## src/rtl/evt_ctr_pkg.sv

```systemverilog
package evt_ctr_pkg;

  localparam logic [11:0] A_CNT_LO = 12'h250;
  localparam logic [11:0] A_CNT_HI = 12'h251;
  localparam logic [11:0] A_CFG    = 12'h254;
  localparam logic [11:0] A_CTL    = 12'h255;
  localparam logic [11:0] A_IDX    = 12'h256;
  localparam logic [11:0] A_BUILD  = 12'h25A;
  localparam logic [11:0] A_THR_LO = 12'h25C;
  localparam logic [11:0] A_THR_HI = 12'h25D;
  localparam logic [11:0] A_EN     = 12'h25E;
  localparam logic [11:0] A_ACT    = 12'h25F;

  localparam int CTL_CLR_BIT  = 16;
  localparam int CTL_SNAP_BIT = 17;

  typedef struct packed {
    logic cnt_lo;
    logic cnt_hi;
    logic cfg;
    logic ctl;
    logic idx;
    logic thr_lo;
    logic thr_hi;
    logic en;
    logic act;
  } wr_strb_t;

  function automatic int count_width(input int size_code);
    return 32 + 16 * size_code;
  endfunction

  function automatic logic [31:0] build_word(input logic [7:0] ver,
                                             input logic [1:0] size_code,
                                             input logic [7:0] n_ctr,
                                             input logic [7:0] n_evt);
    return {n_evt, n_ctr, 5'b00000, 1'b1, size_code, ver};
  endfunction

  function automatic wr_strb_t decode_wr(input logic wr, input logic [11:0] addr);
    wr_strb_t s;
    s        = '0;
    s.cnt_lo = wr && (addr == A_CNT_LO);
    s.cnt_hi = wr && (addr == A_CNT_HI);
    s.cfg    = wr && (addr == A_CFG);
    s.ctl    = wr && (addr == A_CTL);
    s.idx    = wr && (addr == A_IDX);
    s.thr_lo = wr && (addr == A_THR_LO);
    s.thr_hi = wr && (addr == A_THR_HI);
    s.en     = wr && (addr == A_EN);
    s.act    = wr && (addr == A_ACT);
    return s;
  endfunction

endpackage

```

## src/rtl/evt_ctr_regs.sv

```systemverilog
module evt_ctr_regs
  import evt_ctr_pkg::*;
#(
  parameter int NUM_CTR = 4
) (
  input  logic                clk,
  input  logic                rst_n,
  input  logic                reg_wr,
  input  logic [11:0]         reg_addr,
  input  logic [7:0]          idx_wdata,
  input  logic [31:0]         sel_cfg,
  input  logic [63:0]         sel_snap,
  input  logic [63:0]         sel_thr,
  input  logic [NUM_CTR-1:0]  en_q,
  input  logic [NUM_CTR-1:0]  act_q,
  input  logic [31:0]         build,
  output wr_strb_t            strb,
  output logic [7:0]          idx_q,
  output logic                idx_ok,
  output logic [31:0]         rdata
);

  assign strb   = decode_wr(reg_wr, reg_addr);
  assign idx_ok = int'(idx_q) < NUM_CTR;

  always_ff @(posedge clk) begin
    if (!rst_n) idx_q <= '0;
    else if (strb.idx) idx_q <= idx_wdata;
  end

  always_comb begin
    rdata = '0;
    unique case (reg_addr)
      A_CNT_LO: rdata = idx_ok ? sel_snap[31:0]  : '0;
      A_CNT_HI: rdata = idx_ok ? sel_snap[63:32] : '0;
      A_CFG:    rdata = idx_ok ? sel_cfg         : '0;
      A_THR_LO: rdata = idx_ok ? sel_thr[31:0]   : '0;
      A_THR_HI: rdata = idx_ok ? sel_thr[63:32]  : '0;
      A_IDX:    rdata = {24'b0, idx_q};
      A_EN:     rdata = 32'(en_q);
      A_ACT:    rdata = 32'(act_q);
      A_BUILD:  rdata = build;
      default:  rdata = '0;
    endcase
  end

endmodule

```

## src/rtl/evt_ctr_unit.sv

```systemverilog
module evt_ctr_unit
  import evt_ctr_pkg::*;
#(
  parameter int NUM_EVT = 8,
  parameter int CW      = 48,
  parameter int CFG_W   = 4
) (
  input  logic               clk,
  input  logic               rst_n,
  input  logic [NUM_EVT-1:0] events,
  input  logic               sel,
  input  wr_strb_t           strb,
  input  logic [31:0]        wdata,
  input  logic               clr_all,
  input  logic               snap_all,
  output logic [CFG_W-1:0]   cfg_q,
  output logic [CW-1:0]      cnt_q,
  output logic [CW-1:0]      snap_q,
  output logic [63:0]        thr_q,
  output logic               match
);

  logic hit;

  always_comb begin
    hit = 1'b0;
    for (int k = 1; k <= NUM_EVT; k++) begin
      if (int'(cfg_q) == k) hit = events[k-1];
    end
  end

  assign match = (64'(cnt_q) == thr_q);

  always_ff @(posedge clk) begin
    if (!rst_n) begin
      cnt_q <= '0;
    end else if (clr_all) begin
      cnt_q <= '0;
    end else if (sel && strb.cnt_lo) begin
      cnt_q <= (cnt_q & ~CW'(32'hFFFF_FFFF)) | CW'(wdata);
    end else if (sel && strb.cnt_hi) begin
      cnt_q <= CW'({wdata, cnt_q[31:0]});
    end else if (hit) begin
      cnt_q <= cnt_q + CW'(1);
    end
  end

  always_ff @(posedge clk) begin
    if (!rst_n) begin
      cfg_q  <= '0;
      thr_q  <= '0;
      snap_q <= '0;
    end else begin
      if (sel && strb.cfg)    cfg_q        <= wdata[CFG_W-1:0];
      if (sel && strb.thr_lo) thr_q[31:0]  <= wdata;
      if (sel && strb.thr_hi) thr_q[63:32] <= wdata;
      if (snap_all)           snap_q       <= cnt_q;
    end
  end

endmodule

```

## src/rtl/evt_ctr_irq.sv

```systemverilog
module evt_ctr_irq #(
  parameter int NUM_CTR = 4
) (
  input  logic               clk,
  input  logic               rst_n,
  input  logic [NUM_CTR-1:0] match,
  input  logic               en_wr,
  input  logic               act_w1c,
  input  logic [NUM_CTR-1:0] wbits,
  output logic [NUM_CTR-1:0] en_q,
  output logic [NUM_CTR-1:0] act_q,
  output logic [NUM_CTR-1:0] act_set,
  output logic               irq
);

  logic [NUM_CTR-1:0] clr_bits;

  assign clr_bits = act_w1c ? wbits : '0;
  assign act_set  = match & en_q & ~clr_bits;

  always_ff @(posedge clk) begin
    if (!rst_n) begin
      en_q  <= '0;
      act_q <= '0;
    end else begin
      if (en_wr) en_q <= wbits;
      else       en_q <= en_q & ~clr_bits;
      act_q <= (act_q & ~clr_bits) | act_set;
    end
  end

  assign irq = |(act_q & en_q);

endmodule

```

## src/rtl/evt_ctr_bank.sv

```systemverilog
module evt_ctr_bank
  import evt_ctr_pkg::*;
#(
  parameter int          NUM_CTR   = 4,
  parameter int          NUM_EVT   = 8,
  parameter int          SIZE_CODE = 1,
  parameter logic [7:0]  VERSION   = 8'h02
) (
  input  logic               clk,
  input  logic               rst_n,
  input  logic [NUM_EVT-1:0] events,
  input  logic               reg_wr,
  input  logic [11:0]        reg_addr,
  input  logic [31:0]        reg_wdata,
  output logic [31:0]        reg_rdata,
  output logic               irq
);

  localparam int CW    = count_width(SIZE_CODE);
  localparam int CFG_W = $clog2(NUM_EVT + 1);

  wr_strb_t            strb;
  logic [7:0]          idx_q;
  logic                idx_ok;
  logic                clr_all;
  logic                snap_all;
  logic [NUM_CTR-1:0]  match;
  logic [NUM_CTR-1:0]  en_q;
  logic [NUM_CTR-1:0]  act_q;
  logic [NUM_CTR-1:0]  act_set;
  logic [31:0]         sel_cfg;
  logic [63:0]         sel_snap;
  logic [63:0]         sel_thr;
  logic [31:0]         build;

  logic [CFG_W-1:0]    cfg_a  [NUM_CTR];
  logic [CW-1:0]       cnt_a  [NUM_CTR];
  logic [CW-1:0]       snap_a [NUM_CTR];
  logic [63:0]         thr_a  [NUM_CTR];
  logic [NUM_CTR*CW-1:0] cnt_flat;
  logic [NUM_CTR*64-1:0] thr_flat;

  assign clr_all  = strb.ctl & reg_wdata[CTL_CLR_BIT];
  assign snap_all = strb.ctl & reg_wdata[CTL_SNAP_BIT];
  assign build    = build_word(VERSION, 2'(SIZE_CODE), 8'(NUM_CTR), 8'(NUM_EVT));

  evt_ctr_regs #(.NUM_CTR(NUM_CTR)) u_regs (
    .clk       (clk),
    .rst_n     (rst_n),
    .reg_wr    (reg_wr),
    .reg_addr  (reg_addr),
    .idx_wdata (reg_wdata[7:0]),
    .sel_cfg   (sel_cfg),
    .sel_snap  (sel_snap),
    .sel_thr   (sel_thr),
    .en_q      (en_q),
    .act_q     (act_q),
    .build     (build),
    .strb      (strb),
    .idx_q     (idx_q),
    .idx_ok    (idx_ok),
    .rdata     (reg_rdata)
  );

  for (genvar g = 0; g < NUM_CTR; g++) begin : g_ctr
    evt_ctr_unit #(.NUM_EVT(NUM_EVT), .CW(CW), .CFG_W(CFG_W)) u_unit (
      .clk      (clk),
      .rst_n    (rst_n),
      .events   (events),
      .sel      (idx_q == 8'(g)),
      .strb     (strb),
      .wdata    (reg_wdata),
      .clr_all  (clr_all),
      .snap_all (snap_all),
      .cfg_q    (cfg_a[g]),
      .cnt_q    (cnt_a[g]),
      .snap_q   (snap_a[g]),
      .thr_q    (thr_a[g]),
      .match    (match[g])
    );
    assign cnt_flat[g*CW +: CW] = cnt_a[g];
    assign thr_flat[g*64 +: 64] = thr_a[g];
  end

  always_comb begin
    sel_cfg  = '0;
    sel_snap = '0;
    sel_thr  = '0;
    for (int i = 0; i < NUM_CTR; i++) begin
      if (idx_q == 8'(i)) begin
        sel_cfg  = 32'(cfg_a[i]);
        sel_snap = 64'(snap_a[i]);
        sel_thr  = thr_a[i];
      end
    end
  end

  evt_ctr_irq #(.NUM_CTR(NUM_CTR)) u_irq (
    .clk     (clk),
    .rst_n   (rst_n),
    .match   (match),
    .en_wr   (strb.en),
    .act_w1c (strb.act),
    .wbits   (reg_wdata[NUM_CTR-1:0]),
    .en_q    (en_q),
    .act_q   (act_q),
    .act_set (act_set),
    .irq     (irq)
  );

endmodule

```

## config.mk

```make
export PLATFORM = sky130hd
export DESIGN_NAME = evt_ctr_bank
export DESIGN_NICKNAME = d
export VERILOG_FILES = /design/src/rtl/evt_ctr_pkg.sv /design/src/rtl/evt_ctr_regs.sv /design/src/rtl/evt_ctr_unit.sv /design/src/rtl/evt_ctr_irq.sv /design/src/rtl/evt_ctr_bank.sv
export SDC_FILE = /design/constraint.sdc
export NUM_CORES = 2
export LEC_CHECK = 0
export BUFFER_PORTS_ARGS = -buffer_cell sky130_fd_sc_hd__buf_4
export CORE_MARGIN = 5
export CORE_UTILIZATION = 50
export CTS_CLUSTER_DIAMETER = 30
export DETAILED_ROUTE_END_ITERATION = 10
export PLACE_DENSITY = 0.79
export SETUP_SLACK_MARGIN = 0.05
export SYNTH_ARGS = -nofsm -noshare
export SYNTH_HDL_FRONTEND = slang
export SYNTH_HIERARCHICAL = 1
export SYNTH_SLANG_ARGS = --single-unit
export TNS_END_PERCENT = 5
```

## constraint.sdc

```tcl
create_clock -name clk -period 3.55 [get_ports clk]
set_clock_uncertainty 0.2 [all_clocks]
set_input_delay 0.355 -clock clk [delete_from_list [all_inputs] [get_ports clk]]
set_output_delay 0.355 -clock clk [all_outputs]
set_load 0.01 [all_outputs]
```

==> metrics.cfg <==
[logic_synthesis]
synth_top_flop_cell = dfxtp_1
yosysTopAreaCellShare = 0.356
synth_area_per_cell_sq_um = 8.71
synth_area_leaders = dfxtp_1 36%, mux4_2 6.9%, nand2_1 6.8%
synth_edf_count = 0
synth-seq-area-share = 0.356
synth_area_leader_cell = dfxtp_1
async_reset_ff_frac = 0
yosysUniqueCellTypes = 86
ys_ff_latch = 672
synthCells = 4337
yosysWarnings = 6
synthesis.area_sq_um = 37800

[floorplanning]
num_rows = 100
die_h_um = 285
start_util = 0.506
dieArea_sq_um = 81200
io_pins = 88
die_w_um = 285
core_sq_um = 74700

[pwr]
power.leakage_nw = 16.3
powerDensity_nw_per_um2 = 475
peakVddDrop_v = 0.000514

[global_routing]
grt_pass1_wl_um = 234000
met1_usage = 0.465
grt_pass1_vias = 36100
antenna_found_initial = 6
grt_overflow_total = 0
gr-usage-all-layers = 0.381
grt_max_degree = 170
use_met2 = 0.549
met3_usage = 0.145
top_usage_layer = met2

[worst_hold_path]
hold_start = g_ctr[2].u_unit/thr_q[48]$_SDFFE_PN0P_
hp-class = flip-flop to flip-flop
whs_endpoint = g_ctr[2].u_unit/thr_q[48]$_SDFFE_PN0P_
hold_depth = 2

[route]
drt_pass1_iterations = 9
drcViolationCount = 0
ant_nets = 0
drtIter0Drc = 6696
vias = 38300
post_drt_wl_per_cell_um = 29.0
route.detailed.vias_per_inst = 6.79
postRouteWirelength_um = 164000

[sta]
finalMaxSlewViolations = 0
finalHoldViolations = 0
tightest_slew_ps = 1260
worst_slack_ps = -171
setup_viol = 30
fin_crit_ps = 3720
fmax_mhz = 269
fin_setup_tns_ps = -2920
finalCritPeriodShare = 1.05
slew_headroom = 0.156
rsz0062_at_grt = yes

[cells_and_area]
n_fill_cell = 5742
syn2layout_area_growth_pct = 23.9
utilization = 0.626
layout-drive-gt1-share = 0.186
fin_nets = 4612

[setup_path]
crit_path_end_kind = primary output
r2r-end = g_ctr[1].u_unit/cnt_q[15]$_SDFFE_PP0P_
r2r_start = u_regs/idx_q[0]$_SDFFE_PN0P_
cp_slowest_cell = mux4_2
worstRegToRegCells = 11
crit_buf_inv = 4
crit_chain = buf_12 -> buf_12 -> buf_4 -> mux4_2 -> and3_1 -> mux2_2 -> a32oi_1 -> o311ai_1 -> buf_4
critPathLaunchType = flip-flop
crit_required_ps = 2990
critPathKind = flip-flop to primary output
r2r_setup_slack_ps = 70
cp_top_family = multiplexers
slowest_delay_ps = 500
cp.arrival_ps = 3170
worstPathMaxFanout = 5

[clocking]
cts_tree = built
cts.reportedPaths.clkPinSlew_ps = 60
numCtsBuffers = 143
clock-root-buffer = clkbuf_16
cts_max_level = 4
worstSkewPairLatency_ps = 740
cts.path.max_buffers = 3
clock_sinks = 672

[run_status]
violations = negative setup slack
outcome = finished with violations

[place]
place_congestion = 1.09
io_buffers = 87
dpl.hpwl_um = 110000

[job]
maxCapViolCount = 0

[cell families (layout without fill, tap and decap cells)]
| family | after synthesis | count (layout) | share of synthesized area |
|---|---|---|---|
| AO/OA/AOI/OAI | 831 | 831 | 0.149 |
| XOR/XNOR | 313 | 313 | 0.0726 |
| adder cells (fa/ha/maj) | 4 | 4 | 0.00132 |
| buffers and inverters | 418 | 677 | 0.0466 |
| flip-flops | 672 | 672 | 0.356 |
| multiplexers | 395 | 395 | 0.144 |
| other | 2 | 80 | 0.000199 |
| AND/OR/NAND/NOR | 1702 | 1702 | 0.231 |
[worst max-delay path by stage]
stage	from	end	slack [ps]	cells past startpoint
floorplan	reg_addr[8]	g_ctr[1].u_unit/cnt_q[46]$_SDFFE_PP0P_	220	11
global placement	reg_addr[8]	g_ctr[0].u_unit/cnt_q[0]$_SDFFE_PP0P_	100	11
detailed placement	reg_addr[8]	g_ctr[0].u_unit/cnt_q[0]$_SDFFE_PP0P_	160	11
CTS	u_regs/idx_q[0]$_SDFFE_PN0P_	reg_rdata[22]	-90	10
global route	u_regs/idx_q[0]$_SDFFE_PN0P_	reg_rdata[19]	-190	9
finish	u_regs/idx_q[0]$_SDFFE_PN0P_	reg_rdata[10]	-170	9
[cell usage after synthesis, types with 26 or more instances]
cell / count
inv_1: 42
a21oi_1: 164
nand4_1: 84
o21ai_0: 159
mux2i_1: 254
buf_2: 53
nor3_1: 94
and3_1: 139
o211ai_1: 26
mux4_2: 116
nor2b_1: 207
nor4_1: 127
nor2_1: 91
xor2_1: 131
dfxtp_1: 672
clkbuf_1: 279
xnor2_1: 182
nand3_1: 135
and2_1: 29
nand2_1: 689
a21boi_0: 276
[routing by layer]
layer | vias up | wire length [um]
met5 | - | 13
met4 | 2 | 15000
met3 | 876 | 26800
met2 | 3468 | 66600
met1 | 18000 | 55400
li1 | 15900 | -
[worst reg2reg max path, stage by stage, from the launching register on]
cell	delay [ps]
dfxtp_4	340
buf_4	130
buf_6	120
bufbuf_16	280
buf_4	160
nor4b_2	150
buf_4	220
nand2_1	350
o2111ai_1	490
nor4_1	560
xnor2_1	230
a21oi_1	110
[power breakdown]
group | internal (mW) | leakage, nW | switching [mW]
logic | 0.219 | 8.40 | 0.456
clock network | 9.37 | 2.46 | 4.64
registers | 7.56 | 5.41 | 0.00474
total | 17.1 | 16.3 | 5.10
[through the flow]
stage               instances  worst slack [ps]  area [sq um]  total power [mW]  hold slack [ps]
floorplan                4411               223         38100              7.98              253
global placement         5321               103         40500              8.29              263
detailed placement       5321               163         40500              8.29              272
CTS                      5638             -90.8         46500              22.1              279
global route             5640              -186         46800              22.6              304
finish                   5643              -171         46800              22.2              283
[state kept, by name (all words and copies together) (netlist names)]
signal and count:
g_ctr.u_unit/cnt_q 192, g_ctr.u_unit/thr_q 256, u_irq/en_q 4, g_ctr.u_unit/cfg_q 16, u_irq/act_q 4, g_ctr.u_unit/snap_q 192, u_regs/idx_q 8
[what timing repair did]
| action | in CTS | in global routing |
|---|---|---|
| hold endpoints to repair | 456 | 0 |
| hold buffers | 34 | 0 |
| pin swaps | 24 | 18 |
| cloned | 7 | 1 |
| endpoints found under the setup margin | 32 | 32 |
| setup buffers | 15 | 0 |
| gates resized for setup | 56 | 48 |
[cell usage in the layout, fill, tap and decap left out, drive strengths merged, types with 34 or more instances in the layout]
cell         count
inv             55
nand3          136
a21oi          164
nor2            91
mux2i          254
clkinv          42
nand4           88
and3           146
nand2          693
nor2b          207
buf            332
dlygate4sd3     34
o21ai          165
clkbuf         176
a21boi         276
mux4           116
nor4           133
xor2           131
conb            76
xnor2          182
nor3           100
dfxtp          672
[cell type report]
cell class	count	area, sq um	share of cell area
multi-input cells	3321	23300	0.499
well taps	969	1210	0.0259
inverters	43	161	0.00345
diodes	4	10.0	0.000214
clock buffers	175	3900	0.0834
repair buffers	372	3570	0.0762
clock inverters	87	1150	0.0245
flip-flops and latches	672	13500	0.288
Power figures use the tool's default switching activity.
